<file path="src/rtl/lnb_i2c_pkg.sv">
package lnb_i2c_pkg;
  typedef enum logic [2:0] {
    ST_IDLE, ST_ADDR, ST_AACK, ST_WDAT, ST_WACK, ST_RDAT, ST_RACK
  } bus_st_e;

  // byte positions of register fields
  localparam int B_ILIM  = 7;
  localparam int B_TGATE = 6;
  localparam int B_TONE  = 5;
  localparam int B_LLC   = 4;
  localparam int B_VSEL  = 3;
  localparam int B_EN    = 2;
  localparam int B_OTF   = 1;
  localparam int B_OLF   = 0;
  localparam int CTRL_LSB = 2;
endpackage

</file>
<file path="src/rtl/lnb_sync.sv">
module lnb_sync #(
  parameter int         W      = 1,
  parameter int         STAGES = 2,
  parameter logic [W-1:0] INIT = '0
) (
  input  logic         clk_i,
  input  logic         rst_ni,
  input  logic [W-1:0] d_i,
  output logic [W-1:0] q_o
);
  for (genvar s = 0; s < STAGES; s++) begin : g_stg
    logic [W-1:0] q;
    if (s == 0) begin : g_first
      always_ff @(posedge clk_i or negedge rst_ni)
        if (!rst_ni) q <= INIT;
        else         q <= d_i;
    end else begin : g_next
      always_ff @(posedge clk_i or negedge rst_ni)
        if (!rst_ni) q <= INIT;
        else         q <= g_stg[s-1].q;
    end
  end

  assign q_o = g_stg[STAGES-1].q;
endmodule

</file>
<file path="src/rtl/lnb_bus_cond.sv">
module lnb_bus_cond (
  input  logic clk_i,
  input  logic rst_ni,
  input  logic scl_s_i,
  input  logic sda_s_i,
  output logic scl_rise_o,
  output logic scl_fall_o,
  output logic start_o,
  output logic stop_o
);
  logic scl_q, sda_q;

  always_ff @(posedge clk_i or negedge rst_ni) begin
    if (!rst_ni) begin
      scl_q <= 1'b1;
      sda_q <= 1'b1;
    end else begin
      scl_q <= scl_s_i;
      sda_q <= sda_s_i;
    end
  end

  assign scl_rise_o = !scl_q && scl_s_i;
  assign scl_fall_o = scl_q && !scl_s_i;
  // SDA edges with SCL held high
  assign start_o    = scl_q && scl_s_i && sda_q && !sda_s_i;
  assign stop_o     = scl_q && scl_s_i && !sda_q && sda_s_i;
endmodule

</file>
<file path="src/rtl/lnb_i2c_engine.sv">
module lnb_i2c_engine
  import lnb_i2c_pkg::*;
#(
  parameter int ADDR_W = 7
) (
  input  logic                clk_i,
  input  logic                rst_ni,
  input  logic                lock_i,
  input  logic                scl_rise_i,
  input  logic                scl_fall_i,
  input  logic                start_i,
  input  logic                stop_i,
  input  logic                sda_s_i,
  input  logic [ADDR_W-1:0]   dev_addr_i,
  input  logic [ADDR_W:0]     rd_byte_i,
  output logic                sda_oe_o,
  output logic                wr_stb_o,
  output logic [ADDR_W:0]     wr_byte_o
);
  localparam int BYTE_W = ADDR_W + 1;
  localparam int CNT_W  = $clog2(BYTE_W + 1);
  localparam logic [CNT_W-1:0] CNT_FULL = CNT_W'(BYTE_W);

  bus_st_e           st;
  logic [CNT_W-1:0]  cnt;
  logic [BYTE_W-1:0] sh;
  logic [BYTE_W-1:0] tx;
  logic              rw;
  logic              m_ack;

  always_ff @(posedge clk_i or negedge rst_ni) begin
    if (!rst_ni) begin
      st       <= ST_IDLE;
      cnt      <= '0;
      sh       <= '0;
      tx       <= '0;
      rw       <= 1'b0;
      m_ack    <= 1'b0;
      sda_oe_o <= 1'b0;
      wr_stb_o <= 1'b0;
    end else begin
      wr_stb_o <= 1'b0;
      if (lock_i) begin
        st       <= ST_IDLE;
        cnt      <= '0;
        sda_oe_o <= 1'b0;
      end else if (start_i) begin
        st       <= ST_ADDR;
        cnt      <= '0;
        sda_oe_o <= 1'b0;
      end else if (stop_i) begin
        st       <= ST_IDLE;
        sda_oe_o <= 1'b0;
      end else begin
        unique case (st)
          ST_ADDR, ST_WDAT: begin
            if (scl_rise_i) begin
              sh  <= {sh[BYTE_W-2:0], sda_s_i};
              cnt <= cnt + 1'b1;
            end else if (scl_fall_i && cnt == CNT_FULL) begin
              if (st == ST_WDAT) begin
                wr_stb_o <= 1'b1;
                sda_oe_o <= 1'b1;
                st       <= ST_WACK;
              end else if (sh[BYTE_W-1:1] == dev_addr_i) begin
                rw       <= sh[0];
                sda_oe_o <= 1'b1;
                st       <= ST_AACK;
              end else begin
                st <= ST_IDLE;
              end
            end
          end
          ST_AACK: begin
            if (scl_fall_i) begin
              cnt <= '0;
              if (rw) begin
                tx       <= {rd_byte_i[BYTE_W-2:0], 1'b0};
                sda_oe_o <= !rd_byte_i[BYTE_W-1];
                st       <= ST_RDAT;
              end else begin
                sda_oe_o <= 1'b0;
                st       <= ST_WDAT;
              end
            end
          end
          ST_WACK: begin
            if (scl_fall_i) begin
              sda_oe_o <= 1'b0;
              cnt      <= '0;
              st       <= ST_WDAT;
            end
          end
          ST_RDAT: begin
            if (scl_rise_i) begin
              cnt <= cnt + 1'b1;
            end else if (scl_fall_i) begin
              if (cnt == CNT_FULL) begin
                sda_oe_o <= 1'b0;
                st       <= ST_RACK;
              end else begin
                sda_oe_o <= !tx[BYTE_W-1];
                tx       <= {tx[BYTE_W-2:0], 1'b0};
              end
            end
          end
          ST_RACK: begin
            if (scl_rise_i) begin
              m_ack <= !sda_s_i;
            end else if (scl_fall_i) begin
              if (m_ack) begin
                tx       <= {rd_byte_i[BYTE_W-2:0], 1'b0};
                sda_oe_o <= !rd_byte_i[BYTE_W-1];
                cnt      <= '0;
                st       <= ST_RDAT;
              end else begin
                st <= ST_IDLE;
              end
            end
          end
          default: ;
        endcase
      end
    end
  end

  // shift register is stable while the strobe is high
  assign wr_byte_o = sh;
endmodule

</file>
<file path="src/rtl/lnb_sys_reg.sv">
module lnb_sys_reg #(
  parameter int CTRL_W = 6
) (
  input  logic              clk_i,
  input  logic              rst_ni,
  input  logic              lock_i,
  input  logic              wr_stb_i,
  input  logic [CTRL_W-1:0] wr_ctrl_i,
  input  logic              ovt_s_i,
  input  logic              ovl_s_i,
  output logic [CTRL_W-1:0] ctrl_o,
  output logic [CTRL_W+1:0] rd_byte_o
);
  always_ff @(posedge clk_i or negedge rst_ni) begin
    if (!rst_ni)       ctrl_o <= '0;
    else if (lock_i)   ctrl_o <= '0;
    else if (wr_stb_i) ctrl_o <= wr_ctrl_i;
  end

  assign rd_byte_o = {ctrl_o, ovt_s_i, ovl_s_i};
endmodule

</file>
<file path="src/rtl/lnb_ctrl_i2c.sv">
module lnb_ctrl_i2c
  import lnb_i2c_pkg::*;
#(
  parameter logic [6:0] BASE_ADDR   = 7'h08,
  parameter int         SYNC_STAGES = 2
) (
  input  logic       clk_i,
  input  logic       rst_ni,
  input  logic       scl_i,
  input  logic       sda_i,
  output logic       sda_oe_o,
  input  logic [1:0] addr_sel_i,
  input  logic       pgood_i,
  input  logic       ovt_i,
  input  logic       ovl_i,
  output logic       ilim_static_o,
  output logic       tone_gate_o,
  output logic       tone_en_o,
  output logic       llc_o,
  output logic       vsel_o,
  output logic       en_o
);
  localparam int ADDR_W = 7;
  localparam int BYTE_W = ADDR_W + 1;
  localparam int CTRL_W = BYTE_W - CTRL_LSB;
  localparam int NSYNC  = 5;

  logic [NSYNC-1:0] raw_in, syn;
  logic scl_s, sda_s, pgood_s, ovt_s, ovl_s, lock;
  logic scl_rise, scl_fall, start_det, stop_det;
  logic wr_stb;
  logic [BYTE_W-1:0] wr_byte, rd_byte;
  logic [CTRL_W-1:0] ctrl;
  logic [ADDR_W-1:0] dev_addr;

  assign raw_in = {scl_i, sda_i, pgood_i, ovt_i, ovl_i};

  lnb_sync #(.W(NSYNC), .STAGES(SYNC_STAGES), .INIT(5'b11000)) u_sync (
    .clk_i, .rst_ni, .d_i(raw_in), .q_o(syn)
  );

  assign {scl_s, sda_s, pgood_s, ovt_s, ovl_s} = syn;
  assign lock     = !pgood_s;
  assign dev_addr = BASE_ADDR + {{(ADDR_W-2){1'b0}}, addr_sel_i};

  lnb_bus_cond u_cond (
    .clk_i, .rst_ni,
    .scl_s_i(scl_s), .sda_s_i(sda_s),
    .scl_rise_o(scl_rise), .scl_fall_o(scl_fall),
    .start_o(start_det), .stop_o(stop_det)
  );

  lnb_i2c_engine #(.ADDR_W(ADDR_W)) u_eng (
    .clk_i, .rst_ni,
    .lock_i(lock),
    .scl_rise_i(scl_rise), .scl_fall_i(scl_fall),
    .start_i(start_det), .stop_i(stop_det),
    .sda_s_i(sda_s),
    .dev_addr_i(dev_addr),
    .rd_byte_i(rd_byte),
    .sda_oe_o,
    .wr_stb_o(wr_stb),
    .wr_byte_o(wr_byte)
  );

  lnb_sys_reg #(.CTRL_W(CTRL_W)) u_reg (
    .clk_i, .rst_ni,
    .lock_i(lock),
    .wr_stb_i(wr_stb),
    .wr_ctrl_i(wr_byte[BYTE_W-1:CTRL_LSB]),
    .ovt_s_i(ovt_s), .ovl_s_i(ovl_s),
    .ctrl_o(ctrl),
    .rd_byte_o(rd_byte)
  );

  assign ilim_static_o = ctrl[B_ILIM  - CTRL_LSB];
  assign tone_gate_o   = ctrl[B_TGATE - CTRL_LSB];
  assign tone_en_o     = ctrl[B_TONE  - CTRL_LSB];
  assign llc_o         = ctrl[B_LLC   - CTRL_LSB];
  assign vsel_o        = ctrl[B_VSEL  - CTRL_LSB];
  assign en_o          = ctrl[B_EN    - CTRL_LSB];
endmodule

</file>
<file path="config.mk">
export PLATFORM = sky130hd
export DESIGN_NAME = lnb_ctrl_i2c
export DESIGN_NICKNAME = d
export VERILOG_FILES = /design/src/rtl/lnb_i2c_pkg.sv /design/src/rtl/lnb_sync.sv /design/src/rtl/lnb_bus_cond.sv /design/src/rtl/lnb_i2c_engine.sv /design/src/rtl/lnb_sys_reg.sv /design/src/rtl/lnb_ctrl_i2c.sv
export SDC_FILE = /design/constraint.sdc
export NUM_CORES = 1
export LEC_CHECK = 0
export BUFFER_PORTS_ARGS = -buffer_cell sky130_fd_sc_hd__buf_4
export CORE_MARGIN = 1.5
export CORE_UTILIZATION = 53
export DETAILED_ROUTE_END_ITERATION = 16
export PLACE_DENSITY_LB_ADDON = 0.08
export SYNTH_ARGS = -nofsm -noshare
export SYNTH_HDL_FRONTEND = slang
export SYNTH_SLANG_ARGS = --single-unit
</file>
<file path="constraint.sdc">
create_clock -name clk_i -period 2.04 [get_ports clk_i]
set_input_delay 0.612 -clock clk_i [delete_from_list [all_inputs] [get_ports clk_i]]
set_output_delay 0.612 -clock clk_i [all_outputs]
set_load 0.02 [all_outputs]
</file>
==> results.md <==
* Vias at 1478
* Leakage power at 1.067 nW
* Die Y at 65.58 um
* Setup crit start: u_sync.q_o[4]
* Mapped Area at 2076 sq um
* Slew headroom at 63.87%
* Yosys top cell by area: dfrtp_1
* Min-delay worst type: in2async
* Worst EP arrival at 2110 ps
* Fin crit share at 94.49%
* Initial antenna violation count at 0
* DR WL/cell at 15.99 um
* Htree depth at 2
* Synth top area share at 45.81%
* CP Capture Type: register
* Final period demand of the worst path at 1928 ps
* CP max stage cell: dfstp_2
* Max-cap viol count at 0
* Area Growth Syn to Fin at 12.78%
* Synth area leaders: dfrtp_1 (46%), dfstp_2 (7.6%), mux2i_1 (7.2%)
* Synth cell types at 43
* Inserted Clock Buffers at 5
* Port Buffers at 15
* Routed WL at 4.077 mm
* Pin count of the biggest net entering global routing at 45
* Post-route clock skew at 10.72 ps
* Req. time, crit path at 2220 ps
* Syn Area/Cell at 11.16 sq um
* Clock Root Buffer: clkbuf_8
* Nets at 217
* Worst hold margin at 289.5 ps
* Commonest cells in the netlist: dfrtp_1 (38), mux2i_1 (15), nand2_1 (14)
* PwrDens at 642.5 nW/um^2
* Fillers at 313
* Asr flop ratio synth at 100.0%
* Vias in the first global route at 1414
* Max FO, Critical Path at 7
* Synth Instances at 186
* Count of flip-flops with a built-in enable after synthesis at 0
* Placed cell count at 247
* Initial Util at 55.86%
* CTS tree: yes
* Syn nets at 197
* Cell Rows at 22
* Die W at 65.58 um
* Via density per instance at 5.796
* Clock-pin slew on the worst setup and hold paths at 80 ps
* Grt total ovfl at 0
* Iteration-0 DRC Markers at 125
* All-Layer GR Usage at 21.19%
* Worst skew pair latency at 300 ps
* Clock Path Buffers at 2
* F_max at 518.8 MHz
* Max-slew violations at 0
* Layout cell share with drive strength beyond 1 at 24.15%
* Seq/Total Area, Yosys at 53.41%
* VDD IR max at 495.0 uV
* Core Box Area at 3716 sq um
* Die area at 4301 sq um
* Top-count cell post-synth: dfrtp_1
* Crit Reg-Reg Startpoint: u_sync.q_o[4]
* First-pass GRT wire length at 6.693 mm
* DR pass1 iterations at 4
* Final Non-Filler Cells at 255
* Clock sink total at 44
* Antenna Cells at 0
* Slew @ Worst Pin at 542.0 ps
* Crit path launch type: register
* Syn. warnings at 0
* Hold_buf cts at 0
* Crit path kind: reg2reg
* FF+latch area at 1109 sq um
* Unrepaired setup endpoints after global routing: no
* Multi-input combinational cell area at 910.9 sq um
* Status: finished clean
* Finish-stage setup viols at 0
* DPL Wire Length at 2.862 mm
* Most used DFF post-synth: dfrtp_1
* RePlAce Congestion at 0.9111
* Largest stage delay, worst path at 600 ps
* Final hold violation count at 0
* FF+latch count, synth at 44
* CP Cell Sequence: nor2b_1 -> nor2_1 -> a211oi_1 -> o21ai_0 -> a211o_1
* R2R depth at 5
* Antenna Violating Nets Remaining at 0
* Setup_tns at 0 ps
* DRC viols at 0
* IO Pins at 16
==> where the power goes <==
group | internal [mW] | switching (mW)
Combinational | 0.0278 | 0.0397
Clock | 0.239 | 0.291
Sequential | 0.891 | 0.0152
==> final cells by class <==
type                            count  area share [%]
Clock inverter                      2          0.5345
Multi-Input combinational cell    129           38.91
Inverter                            5          0.8017
Timing Repair Buffer               21           6.734
Clock buffer                        6           3.100
Tap cell                           48           2.565
Sequential cell                    44           47.35
==> worst max-delay path: cells and delay by family (launching register included) <==
| family | cells | cell delay [ps] |
|---|---|---|
| AOI/OAI and AO/OA | 3 | 890 |
| DFF | 1 | 600 |
| and+or+nand+nor | 2 | 320 |
==> worst paths after layout <==
path / to / slack (ps)
max reg2reg: u_eng.cnt[3] / 110
max in group asynchronous: u_cond.sda_q / 1360
min reg2reg: u_sync.q_o[1] / 360
min in group clk_i: u_sync.q_o[1] / 360
min: u_eng.st[1] / 290
max: u_eng.cnt[3] / 110
==> sequential cells by signal, summed over array words and instances, names as in the netlist <==
signal           flops
u_cond.scl_q         1
u_cond.sda_q         1
u_eng.cnt            4
u_eng.m_ack          1
u_eng.rw             1
u_eng.sda_oe_o       1
u_eng.st             3
u_eng.tx             7
u_eng.wr_byte_o      8
u_eng.wr_stb_o       1
u_reg.ctrl_o         6
u_sync.g_stg.q       5
u_sync.q_o           5
==> kinds of logic (layout without fill, tap and decap cells) <==
| kind of cell | Yosys count | count (layout) | synth area share (%) |
|---|---|---|---|
| buffers and inverters | 13 | 34 | 2.712 |
| AND/OR/NAND/NOR | 59 | 59 | 15.55 |
| AO/OA/AOI/OAI | 37 | 37 | 11.69 |
| XOR/XNOR | 4 | 4 | 1.688 |
| multiplexers | 27 | 27 | 13.74 |
| flip-flops | 44 | 44 | 53.41 |
| adder cells (fa/ha/maj) | 2 | 2 | 1.205 |
==> layer usage <==
metal  global-route usage [%]  routed length (um)
met3                    5.137                 182
met1                    28.18                1866
met2                    34.18                1994
met4                    7.031                  33
met5                        0                   0
==> timing repair <==
item / in CTS / in global routing
endpoints found under the setup margin: 0 / 2
buffers inserted: 0 / 0
resized for setup: 0 / 0
==> through the flow <==
step           worst slack (ps)  power [mW]  instance area [sq um]  utilization [%]
2_1_floorplan             154.2      0.9481                   2076                -
3_3_place_gp              152.3      0.9883                   2256            60.71
3_5_place_dp              113.0      0.9916                   2256            60.71
4_1_cts                   89.74       1.523                   2341            63.00
5_1_grt                   23.20       1.563                   2341            63.00
6_report                  112.5       1.504                   2341            63.00
==> cell usage in the layout (no fill, tap or decap), types with 3 or more instances in the layout <==
master,n
nor3_1,3
a21oi_1,4
mux2i_1,15
nor2_1,11
mux2_2,12
nor2b_1,12
clkbuf_8,5
dfrtp_1,38
nand3_1,4
nand2b_1,4
dfstp_2,6
inv_1,5
nand2_1,14
o21ai_0,13
buf_4,21
No activity file was read; power rests on OpenSTA's default activity.
